--- config.mk ---
export PLATFORM = sky130hd
export DESIGN_NAME = mbx_bank
export DESIGN_NICKNAME = d
export VERILOG_FILES = /design/src/rtl/mbx_pkg.sv /design/src/rtl/mbx_slot.sv /design/src/rtl/mbx_irq_line.sv /design/src/rtl/mbx_bank.sv
export SDC_FILE = /design/constraint.sdc
export NUM_CORES = 1
export LEC_CHECK = 0
export ABC_AREA = 1
export BUFFER_PORTS_ARGS = -buffer_cell sky130_fd_sc_hd__buf_4
export CAP_MARGIN = 20
export CELL_PAD_IN_SITES_DETAIL_PLACEMENT = 1
export CELL_PAD_IN_SITES_GLOBAL_PLACEMENT = 1
export CORE_MARGIN = 2
export CORE_UTILIZATION = 48
export CTS_CLUSTER_SIZE = 28
export DETAILED_ROUTE_END_ITERATION = 7
export GPL_TIMING_DRIVEN = 0
export PLACE_DENSITY = 0.82
export SLEW_MARGIN = 10
export SYNTH_ARGS = -nofsm -noshare
export SYNTH_HDL_FRONTEND = slang
export SYNTH_SLANG_ARGS = --single-unit
--- constraint.sdc ---
create_clock -name clk -period 3.11 [get_ports clk]
set_input_delay 0.311 -clock clk [delete_from_list [all_inputs] [get_ports clk]]
set_output_delay 0.311 -clock clk [all_outputs]
set_load 0.01 [all_outputs]
--- src/rtl/mbx_pkg.sv ---
package mbx_pkg;
  localparam int SLOT_STRIDE = 4;   // word, full gate, empty gate, spare
  localparam int OFS_WORD    = 0;
  localparam int OFS_FGATE   = 1;
  localparam int OFS_EGATE   = 2;
  localparam int STAT_ADDR   = 32;
  localparam int SIZE_ADDR   = 33;
  localparam int LINE_BASE   = 40;
  localparam int STAT_W      = 16;  // 8 empty bits, 8 full bits
  localparam int FULL_OFS    = 8;

  function automatic logic [31:0] size_word(input int n_slots, input int n_lines);
    logic [31:0] w;
    w        = '0;
    w[3:0]   = 4'(n_slots);
    w[19:16] = 4'(n_lines);
    return w;
  endfunction
endpackage

--- src/rtl/mbx_slot.sv ---
module mbx_slot #(
  parameter int DW = 32
) (
  input  logic          clk,
  input  logic          rst_n,
  input  logic          wr_word,
  input  logic          wr_fgate,
  input  logic          wr_egate,
  input  logic [DW-1:0] wdata,
  output logic [DW-1:0] word_q,
  output logic          fgate_q,
  output logic          egate_q,
  output logic          full_cond,
  output logic          empty_cond
);
  localparam int FLAG = DW - 1;

  always_ff @(posedge clk or negedge rst_n) begin
    if (!rst_n) begin
      word_q  <= '0;
      fgate_q <= 1'b0;
      egate_q <= 1'b0;
    end else begin
      if (wr_word)  word_q  <= wdata;
      if (wr_fgate) fgate_q <= wdata[0];
      if (wr_egate) egate_q <= wdata[0];
    end
  end

  always_comb begin
    full_cond  = word_q[FLAG] & fgate_q;
    empty_cond = ~word_q[FLAG] & egate_q;
  end
endmodule

--- src/rtl/mbx_irq_line.sv ---
module mbx_irq_line #(
  parameter int SW = 16
) (
  input  logic          clk,
  input  logic          rst_n,
  input  logic          en_wr,
  input  logic [SW-1:0] en_wdata,
  input  logic [SW-1:0] valid_mask,
  input  logic [SW-1:0] status,
  output logic [SW-1:0] en_q,
  output logic          irq_q
);
  always_ff @(posedge clk or negedge rst_n) begin
    if (!rst_n) begin
      en_q  <= '0;
      irq_q <= 1'b0;
    end else begin
      if (en_wr) en_q <= en_wdata & valid_mask;
      irq_q <= |(status & en_q);
    end
  end
endmodule

--- src/rtl/mbx_bank.sv ---
module mbx_bank
  import mbx_pkg::*;
#(
  parameter int N_MBOX  = 4,
  parameter int N_LINES = 2,
  parameter int ADDR_W  = 6
) (
  input  logic               clk,
  input  logic               rst_n,
  input  logic               reg_wr,
  input  logic [ADDR_W-1:0]  reg_addr,
  input  logic [31:0]        reg_wdata,
  output logic [31:0]        reg_rdata,
  output logic [N_LINES-1:0] irq
);
  localparam int DW = 32;
  localparam logic [ADDR_W-1:0] A_STAT = ADDR_W'(STAT_ADDR);
  localparam logic [ADDR_W-1:0] A_SIZE = ADDR_W'(SIZE_ADDR);
  localparam logic [31:0]       SIZE_VAL = size_word(N_MBOX, N_LINES);

  logic [N_MBOX-1:0][DW-1:0]      slot_word;
  logic [N_MBOX-1:0]              fgate, egate, full_c, empty_c;
  logic [STAT_W-1:0]              status_w, valid_mask;
  logic [N_LINES-1:0][STAT_W-1:0] en_q;

  for (genvar i = 0; i < N_MBOX; i++) begin : g_slot
    localparam logic [ADDR_W-1:0] A_W = ADDR_W'(i*SLOT_STRIDE + OFS_WORD);
    localparam logic [ADDR_W-1:0] A_F = ADDR_W'(i*SLOT_STRIDE + OFS_FGATE);
    localparam logic [ADDR_W-1:0] A_E = ADDR_W'(i*SLOT_STRIDE + OFS_EGATE);
    mbx_slot #(.DW(DW)) u_slot (
      .clk       (clk),
      .rst_n     (rst_n),
      .wr_word   (reg_wr && reg_addr == A_W),
      .wr_fgate  (reg_wr && reg_addr == A_F),
      .wr_egate  (reg_wr && reg_addr == A_E),
      .wdata     (reg_wdata),
      .word_q    (slot_word[i]),
      .fgate_q   (fgate[i]),
      .egate_q   (egate[i]),
      .full_cond (full_c[i]),
      .empty_cond(empty_c[i])
    );
  end

  always_comb begin
    status_w   = '0;
    valid_mask = '0;
    for (int i = 0; i < N_MBOX; i++) begin
      status_w[i]            = empty_c[i];
      status_w[FULL_OFS + i] = full_c[i];
      valid_mask[i]            = 1'b1;
      valid_mask[FULL_OFS + i] = 1'b1;
    end
  end

  for (genvar k = 0; k < N_LINES; k++) begin : g_line
    localparam logic [ADDR_W-1:0] A_EN = ADDR_W'(LINE_BASE + k);
    mbx_irq_line #(.SW(STAT_W)) u_line (
      .clk       (clk),
      .rst_n     (rst_n),
      .en_wr     (reg_wr && reg_addr == A_EN),
      .en_wdata  (reg_wdata[STAT_W-1:0]),
      .valid_mask(valid_mask),
      .status    (status_w),
      .en_q      (en_q[k]),
      .irq_q     (irq[k])
    );
  end

  always_comb begin
    reg_rdata = '0;
    if (reg_addr == A_STAT) reg_rdata = {{(32-STAT_W){1'b0}}, status_w};
    if (reg_addr == A_SIZE) reg_rdata = SIZE_VAL;
    for (int i = 0; i < N_MBOX; i++) begin
      if (reg_addr == ADDR_W'(i*SLOT_STRIDE + OFS_WORD))  reg_rdata = slot_word[i];
      if (reg_addr == ADDR_W'(i*SLOT_STRIDE + OFS_FGATE)) reg_rdata = {31'b0, fgate[i]};
      if (reg_addr == ADDR_W'(i*SLOT_STRIDE + OFS_EGATE)) reg_rdata = {31'b0, egate[i]};
    end
    for (int k = 0; k < N_LINES; k++) begin
      if (reg_addr == ADDR_W'(LINE_BASE + k)) reg_rdata = {{(32-STAT_W){1'b0}}, en_q[k]};
    end
  end
endmodule

After elaboration in Yosys (flattened, before gate mapping)
Index checks and enable logic that the tools add are counted.
W data, S select, Z words.

word-level totals
  register bits after elaboration = 154
  word-level logic and storage cells = 78
  input port bits = 41
  output and inout bits = 34

cells by class
  mux-type cells = 16
  equal/unequal tests = 15
  reductions and logical operators = 17
  bitwise gates (word level) = 14

operators with widths
  kind                  count
  $mux W32              15
  $eq A6 B4 Y1 const B  6
  $reduce_or A16 Y1     2
  $and A12 B12 Y12      2
  $eq A6 B6 Y1 const B  4
  $eq A6 B3 Y1 const B  3
  $logic_and A1 B1 Y1   14
  $mux W12              1
  $and A1 B1 Y1         8
  $eq A6 B1 Y1 const B  1
  $eq A6 B2 Y1 const B  1
  $logic_not A6 Y1      1
  $not A1 Y1            4

Depth between registers and ports, before layout
Gate-level depths: netlist (run 1).

  depth after elaboration = 18
  depth in mapped cells = 11
  depth with buffers taken out = 11

Modules after synthesis
A second synthesis (run 1) with hierarchy kept.

unflattened totals
  cell total of the unflattened synthesis = 1070
  area, all modules = 8644.5 sq um

by module, submodules not included
  module        seq. area each (sq um)  area each (sq um)  instances  cells an instance
  mbx_slot      850.8                   1387.6             4          150
  mbx_irq_line  425.4                   810.8              2          103
  mbx_bank      0.0                     1472.7             1          264

Worst setup path before layout (run 1)
Ideal clock, no wire load.

  path kind = input-to-output
  start = input port reg_addr[4]
  end = output port reg_rdata[0]
  data arrival time = 1.273 ns
  required time = 2.799 ns
  setup slack = 1.526 ns
  stages = 10
  buffers on the path = 0
  path through = nor2_2 > nand2_2 > nor2_4 > inv_1 > nor2_1 > nor2_1 > nand2_1 > nand4_1 > nand2_1 > nand4_1

between the ends
  cells in the longest elaborated chain, start to end = 17
  elaborated cells between the ends (all ways) = 32
  classes of those cells = 15 x eq/ne; 16 x mux; 1 x reduce/logical

ends and longest elaborated chain
  element             RTL line        RTL
  start: declaration  mbx_bank.sv:11  input logic [ADDR_W-1:0] reg_addr,
  $eq A6 B6 Y1        mbx_bank.sv:72  if (reg_addr == A_STAT) reg_rdata = {{(32-STAT_W){1'b0}}, status_w};
  $mux W12            mbx_bank.sv:72
  $mux W32            mbx_bank.sv:73  if (reg_addr == A_SIZE) reg_rdata = SIZE_VAL;
  $mux W32            mbx_bank.sv:75  if (reg_addr == ADDR_W'(i*SLOT_STRIDE + OFS_WORD)) reg_rdata = slot_word[i];
  $mux W32            mbx_bank.sv:76  if (reg_addr == ADDR_W'(i*SLOT_STRIDE + OFS_FGATE)) reg_rdata = {31'b0, fgate[i]};
  $mux W32            mbx_bank.sv:77  if (reg_addr == ADDR_W'(i*SLOT_STRIDE + OFS_EGATE)) reg_rdata = {31'b0, egate[i]};
  $mux W32            mbx_bank.sv:75
  $mux W32            mbx_bank.sv:76
  $mux W32            mbx_bank.sv:77
  $mux W32            mbx_bank.sv:75
  $mux W32            mbx_bank.sv:76
  $mux W32            mbx_bank.sv:77
  $mux W32            mbx_bank.sv:75
  $mux W32            mbx_bank.sv:76
  $mux W32            mbx_bank.sv:77
  $mux W32            mbx_bank.sv:80  if (reg_addr == ADDR_W'(LINE_BASE + k)) reg_rdata = {{(32-STAT_W){1'b0}}, en_q[k]};
  $mux W32 (*)        mbx_bank.sv:80
  end: declaration    mbx_bank.sv:13  output logic [31:0] reg_rdata,

Every way passes the cells marked *; elsewhere a longest branch is shown, timed or not.

Worst setup path after layout (run 1)
  start = input port reg_addr[4]
  end = output port reg_rdata[7]

between the ends
  cells in the longest elaborated chain, start to end = 16
  elaborated cells between the ends (all ways) = 30
  classes of those cells = 14 x eq/ne; 15 x mux; 1 x reduce/logical

ends and longest elaborated chain
  element       RTL line
  $eq A6 B6 Y1  mbx_bank.sv:73
  $mux W32      mbx_bank.sv:73
  $mux W32      mbx_bank.sv:75
  $mux W32      mbx_bank.sv:76
  $mux W32      mbx_bank.sv:77
  $mux W32      mbx_bank.sv:75
  $mux W32      mbx_bank.sv:76
  $mux W32      mbx_bank.sv:77
  $mux W32      mbx_bank.sv:75
  $mux W32      mbx_bank.sv:76
  $mux W32      mbx_bank.sv:77
  $mux W32      mbx_bank.sv:75
  $mux W32      mbx_bank.sv:76
  $mux W32      mbx_bank.sv:77
  $mux W32      mbx_bank.sv:80
  $mux W32 (*)  mbx_bank.sv:80

Marks and branches as above.

==> results of run 1 <==
[cells in the mapped netlist (6+ instances only)]
| master | n | share of area, % |
|---|---|---|
| o21ai_0 | 92 | 6.7 |
| a21oi_1 | 11 | 0.81 |
| nor2_4 | 6 | 0.99 |
| clkbuf_1 | 20 | 1.1 |
| a22oi_1 | 23 | 2.5 |
| nor2_1 | 16 | 0.88 |
| o21ai_1 | 56 | 4.1 |
| dfrtp_1 | 154 | 56 |
| buf_2 | 14 | 1.0 |
| nand2_1 | 253 | 14 |
| inv_1 | 51 | 2.8 |
| buf_4 | 6 | 0.66 |
| nand4_1 | 10 | 0.92 |
| nand3_1 | 45 | 3.3 |
[sequential cells by signal (all words and copies together) (netlist names)]
name                   flops
g_slot.u_slot.word_q     128
g_slot.u_slot.egate_q      4
g_slot.u_slot.fgate_q      4
g_line.u_line.en_q        16
g_line.u_line.irq_q        2
[metrics by stage]
stage	utilization (%)	area [sq um]	hold slack (ns)	power, mW	setup WS [ns]
after global routing	59.01	8192	0.1834	5.101	0.6496
after CTS	59.01	8192	0.1718	4.907	0.8096
after detailed placement	55.00	7635	0.2142	2.962	0.8513
after global placement	54.75	7600	0.4662	2.895	0.8670
final	59.01	8192	0.1724	4.900	0.7924
after floorplan	-	6827	0.01541	2.711	1.526
[logic make-up after synthesis]
logic type | synth area share [%]
AND/OR/NAND/NOR | 21.11
buffers and inverters | 6.085
flip-flops | 56.45
AO/OA/AOI/OAI | 16.35
[worst max-delay path, delay by kind of cell]
kind	cells	cell delay [ns]
buffers and inverters	3	0.81
and+or+nand+nor	5	0.88
[power by group]
part           total [mW]  internal [mW]  switching [mW]
Sequential           2.46           2.27           0.188
Combinational       0.481          0.197           0.284
Clock                1.96           1.15           0.809
[worst min path at each step]
stage | from | to | slack (ns) | cells past startpoint
after floorplan | rst_n | g_line[0].u_line.en_q[0] | 0.02 | 0
after detailed placement | rst_n | g_slot[3].u_slot.word_q[4] | 0.21 | 1
after global placement | g_slot[3].u_slot.word_q[4] | g_slot[3].u_slot.word_q[4] | 0.47 | 2
after CTS | reg_wdata[21] | g_slot[1].u_slot.word_q[21] | 0.17 | 3
after global routing | reg_wdata[13] | g_slot[1].u_slot.word_q[13] | 0.18 | 3
final | reg_wdata[5] | g_slot[0].u_slot.word_q[5] | 0.17 | 3
[layout make-up]
type / instances / area, sq um / area share (%)
clock buffers: 23 / 478.0 / 5.835
clock inverters: 7 / 68.82 / 0.8401
flip-flops and latches: 154 / 3854 / 47.04
multi-input cells: 541 / 2557 / 31.22
plain buffers: 43 / 216.5 / 2.642
well taps: 180 / 225.2 / 2.749
inverters: 53 / 198.9 / 2.429
repair buffers: 75 / 593.1 / 7.240
[metal layers]
metal  up-vias  global-route usage (%)  share of wire (%)
met5         -                       0                  0
met4         0                   8.736                1.6
met3        30                   6.458                4.5
met2       170                   53.09                 51
met1      3192                   38.20                 43
li1       2815                       -                  -
[what timing repair did]
| item | 4_1_cts | 5_1_grt |
|---|---|---|
| endpoints found under the setup margin | 0 | 0 |
| hold buffers | 1 | 0 |
| endpoints found under the hold margin | 39 | 0 |
==> key figures, run 1 <==
Global route
  • Grt total ovfl: 0
  • First-pass GRT wire length: approximately 35000 um
  • Total global-route track usage: 30.46%
  • Largest net degree at the start of global routing: between 100 and 150
  • Initial antenna violation count: 0
  • Vias in the first global route: approximately 6.7k

Synthesis
  • Seq/Total Area, Yosys: between 50% and 60%
  • Synth Net Count: ~830
  • EDFF count, synth: 0
  • Yosys cell types: 29
  • Post-synth top flop: dfrtp_1
  • Synthesized area: 6827 sq um
  • Yosys warns: 0
  • Post-synthesis register bit count: approximately 150
  • Syn avg cell area: ~8.6 sq um
  • Async set or reset register ratio after synthesis: 100.0%
  • Cells after Synth: roughly 800

Placement
  • Post-DP HPWL: about 15000 um
  • Dpl cells: approximately 1.0k
  • # port buffers: 73
  • GP Congestion: ~0.95

Timing
  • Slew headroom: roughly 52%
  • Worst Max-Slew Pin Slew: between 0.7 and 0.8 ns
  • Final period util: between 70% and 80%
  • Total negative slack: 0 ns
  • Max-slew violation count: 0
  • Final hold violations: 0
  • Layout Skew: 0.008234 ns
  • Max Freq: between 0.4 and 0.5 GHz
  • RSZ-0062 raised after global routing: no
  • Setup Viol. Count Final: 0
  • Tmin final: approximately 2.3 ns

Cells and area
  • Most common cell after layout, fill and taps aside: nand2_1
  • # fillers: about 1.6k
  • Most frequent cells in the layout: 253 x nand2_1, 154 x dfrtp_1, 92 x o21ai_0, 78 x buf_4, 56 x o21ai_1
  • Share of cells above drive strength 1: 15.63%
  • Finished Layout Cells: about 1.1k
  • Nets: a little over 900
  • N_diodes: 0
  • Layout area overhead: 20.00%

Clock network
  • Max H-tree Level: 4
  • Clock Path Buffers: 2
  • Clock Tree Root: clkbuf_16
  • Cts repair resizes: 0
  • Clk_lat worst skew: roughly 0.43 ns
  • Inserted Clock Buffers: 17
  • Clock-pin slew on the worst setup and hold paths: around 0.06 ns
  • CTS tree: yes
  • Number of setup buffers added after CTS: 0
  • CTS sink count: roughly 150

Outcome
  • Run status: completed

Critical path
  • Reg2reg setup slack: 1.89 ns
  • Critical-path top delay cell: clkbuf_1
  • Critical Path End: reg_rdata[7]
  • Worst setup startpoint: reg_addr[4]
  • Startpoint types: primary input
  • Crit Path Max Fanout: 10
  • Worst flop-to-flop path endpoint: g_line[0].u_line.irq_q
  • Reg-to-Reg Start: g_slot[1].u_slot.fgate_q
  • Critical-path cell list: buf_4 -> nor2_2 -> nand2_2 -> nor2_4 -> clkbuf_1 -> nand2_1 -> nand3_1 -> buf_4
  • Worst EP arrival: about 2.0 ns
  • Most frequent CP cell: buf_4
  • FF-to-FF path depth: 3
  • Crit-path max cell delay: 0.57 ns
  • Crit end category: primary output
  • Worst EP required: 2.80 ns
  • CP Class: primary input to primary output

Floorplanning
  • CORE AREA: approximately 14000 sq um
  • IO Count: 75
  • # rows: 43
  • Die Height: between 100 and 150 um
  • Die width: 123.3 um
  • DIE AREA: about 15000 sq um
  • Starting Density: approximately half

Drt
  • Initial DRC count: 577
  • Initial DRT Pass Iterations: 5
  • DRC: 0
  • Detail Route Antenna Nets: 0
  • DRT Wirelength: roughly 22000 um
  • Via count of the routed design: roughly 6.2k
  • Routed wire per std cell: 20.19 um
  • Vias per Instance: approximately 5.8

Power
  • Power Density: about 600 nW/um^2
  • Pleak: 3.973 nW
  • Maximum vdd drop: ~0.44 mV

Flow run
  • Total of max-cap violations: 0

Worst hold path
  • Hold WC Path Type: primary input to flip-flop
Power figures use the tool's default switching activity.
==> run 2: changes to the inputs <==
--- a/config.mk
+++ b/config.mk
@@ -11,11 +11,11 @@
 export CELL_PAD_IN_SITES_DETAIL_PLACEMENT = 1
 export CELL_PAD_IN_SITES_GLOBAL_PLACEMENT = 1
 export CORE_MARGIN = 2
-export CORE_UTILIZATION = 48
+export CORE_UTILIZATION = 40
 export CTS_CLUSTER_SIZE = 28
 export DETAILED_ROUTE_END_ITERATION = 7
 export GPL_TIMING_DRIVEN = 0
-export PLACE_DENSITY = 0.82
+export PLACE_DENSITY = 0.73
 export SLEW_MARGIN = 10
 export SYNTH_ARGS = -nofsm -noshare
 export SYNTH_HDL_FRONTEND = slang
==> constraint.sdc (replaced) <==
create_clock -name clk -period 2 [get_ports clk]
set_input_delay 0.2 -clock clk [delete_from_list [all_inputs] [get_ports clk]]
set_output_delay 0.2 -clock clk [all_outputs]
set_load 0.01 [all_outputs]
==> key figures, run 2 (synthesis gave the netlist of run 1 again) <==
Floorplanning
  • Starting Density: 41.02%
  • # rows: 47
  • DIE AREA: 18130 sq um
  • IO Count: 75
  • CORE AREA: 16640 sq um
  • Die Height: between 100 and 150 um
  • Die width: approximately 130 um

Power
  • Power Density: between 900 and 1000 nW/um^2
  • Gate power share: 10.0%
  • Total net switching power: approximately 2.0 mW
  • Pleak: approximately 4.1 nW
  • Net Sw Frac: 25.38%
  • Flop pwr share: 48.0%
  • Internal Power: about 6 mW
  • Clock power share: between 40% and 50%
  • Maximum vdd drop: 0.6089 mV

Cells and area
  • Final Util: ~50%
  • Biggest register: g_slot.u_slot.word_q
  • Most frequent cells in the layout: 251 x nand2_1, 148 x dfrtp_1, 92 x o21ai_0, 88 x buf_4, 56 x o21ai_1
  • Nets: around 940
  • Layout area overhead: 24.49%
  • N_diodes: 0
  • Final instance area: around 8500 sq um
  • Largest register FFs: 128
  • Most common cell after layout, fill and taps aside: nand2_1
  • Biggest regs: g_slot.u_slot.word_q (128), g_line.u_line.en_q (16)
  • Share of cells above drive strength 1: 20.15%

Placement
  • Post-DP HPWL: approximately 15000 um
  • # port buffers: 73
  • Dpl cell area: 7685 sq um
  • GP Congestion: approximately 0.83

Global route
  • Grt total ovfl: 0
  • Largest net degree at the start of global routing: 83
  • Total global-route track usage: 25.77%
  • First-pass GRT wire length: 36180 um
  • Vias in the first global route: slightly below 7k
  • Initial antenna violation count: 0

Worst hold path
  • Hold WC Path Type: primary input to flip-flop
  • Hold Crit Depth: 3

Drt
  • DRT Wirelength: approximately 22000 um
  • Detail Route Antenna Nets: 0
  • Via count of the routed design: just over 6k
  • Routed wire per std cell: 19.83 um
  • Initial DRT Pass Iterations: 4
  • Vias per Instance: between 5 and 6
  • Initial DRC count: 388
  • DRC: 0

Timing
  • Slew headroom: between 50% and 60%
  • Final hold violations: 0
  • Max Freq: roughly 0.51 GHz
  • Total negative slack: 0 ns
  • Max-slew violation count: 0
  • WHS: approximately 0.063 ns
  • Layout Skew: 0.005468 ns
  • Setup Viol. Count Final: 0
  • Final period util: a little over nine tenths
  • Tmin final: a little under 2 ns
  • RSZ-0062 raised after global routing: yes
  • Worst Max-Slew Pin Slew: approximately 0.65 ns

Critical path
  • Reg2reg setup slack: 0.73 ns
  • Crit end category: primary output
  • Crit Path Max Fanout: 3
  • Startpoint types: flip-flop
  • Worst EP arrival: around 1.8 ns
  • Worst EP required: roughly 1.8 ns
  • FF-to-FF path depth: 4
  • CP Class: flip-flop to primary output

Clock network
  • Clock Tree Root: clkbuf_16
  • Clock Path Buffers: 2
  • Clk_lat worst skew: 0.42 ns
  • Clock-pin slew on the worst setup and hold paths: around 0.060 ns
  • Inserted Clock Buffers: 17
  • CTS tree: yes
  • Max H-tree Level: 4
  • CTS sink count: around 150

Flow run
  • Total of max-cap violations: 0

Outcome
  • Run status: completed
==> run 2: cell types whose count changed in the layout (fill, tap and decap cells not counted), sizes merged <==
cell,previous run,this run
buf,97,106
clkbuf,43,48
clkinv,4,2
bufinv,1,2
clkinvlp,2,1
==> run 2: through the flow <==
stage | power, mW | setup slack, ns | instances
after floorplan | 4.215 | 0.6377 | 791
after global placement | 4.519 | -0.03710 | 1084
after detailed placement | 4.624 | -0.1026 | 1085
after CTS | 7.981 | -0.04248 | 1117
after global routing | 8.330 | -0.1018 | 1128
final | 7.990 | 0.05111 | 1128
==> run 2: layout make-up <==
cell class	instances	area [sq um]
Fill cell	1959	8144
Clock buffer	25	535.5
Buffer	43	230.2
Timing Repair Buffer	87	686.9
Clock inverter	5	81.33
Inverter	53	201.4
Multi-Input combinational cell	541	2626
Tap cell	220	275.3
Sequential cell	154	3861
==> run 2: power by group through the flow <==
stage | clock (mW) | sequential [mW] | combinational, mW
finish | 3.35 | 3.83 | 0.801
CTS | 3.39 | 3.82 | 0.774
detailed placement | 0 | 3.87 | 0.754
floorplan | 0 | 3.76 | 0.450
global route | 3.53 | 3.88 | 0.918
global placement | 0 | 3.83 | 0.685
==> run 2: layer usage <==
| metal | track usage, % | routed length, um | vias to the layer above |
|---|---|---|---|
| met5 | 0 | 0 | - |
| met4 | 7.251 | 425 | 0 |
| met3 | 4.392 | 624 | 36 |
| met2 | 45.23 | 11530 | 128 |
| met1 | 32.84 | 9782 | 3148 |
| li1 | - | - | 2834 |
==> run 2: final timing paths <==
path,start,endpoint
setup / recovery,g_slot[3].u_slot.word_q[31],reg_rdata[11]
hold / removal,reg_wdata[15],g_slot[2].u_slot.word_q[15]
setup reg to reg,g_slot[2].u_slot.word_q[31],g_line[0].u_line.irq_q
hold reg to reg,g_slot[3].u_slot.word_q[5],g_slot[3].u_slot.word_q[5]
max in group asynchronous,rst_n,g_slot[1].u_slot.word_q[21]
min in group asynchronous,rst_n,g_slot[2].u_slot.word_q[5]
==> run 2: critical path, cell delays in order (launching register included) <==
cell      delay, ns
dfrtp_2        0.44
inv_4          0.07
nor3_2         0.06
a221oi_2       0.18
nand2_1        0.09
a21oi_2        0.22
nand3_2        0.12
buf_6          0.13
==> run 2: repair_timing <==
action / CTS / global route
setup endpoints to repair: 24 / 26
hold endpoints to repair: 81 / 0
buffers inserted: 1 / 11
pin swaps: 1 / 8
hold buffers: 1 / 0
gates cloned: 0 / 0
resized for setup: 10 / 24
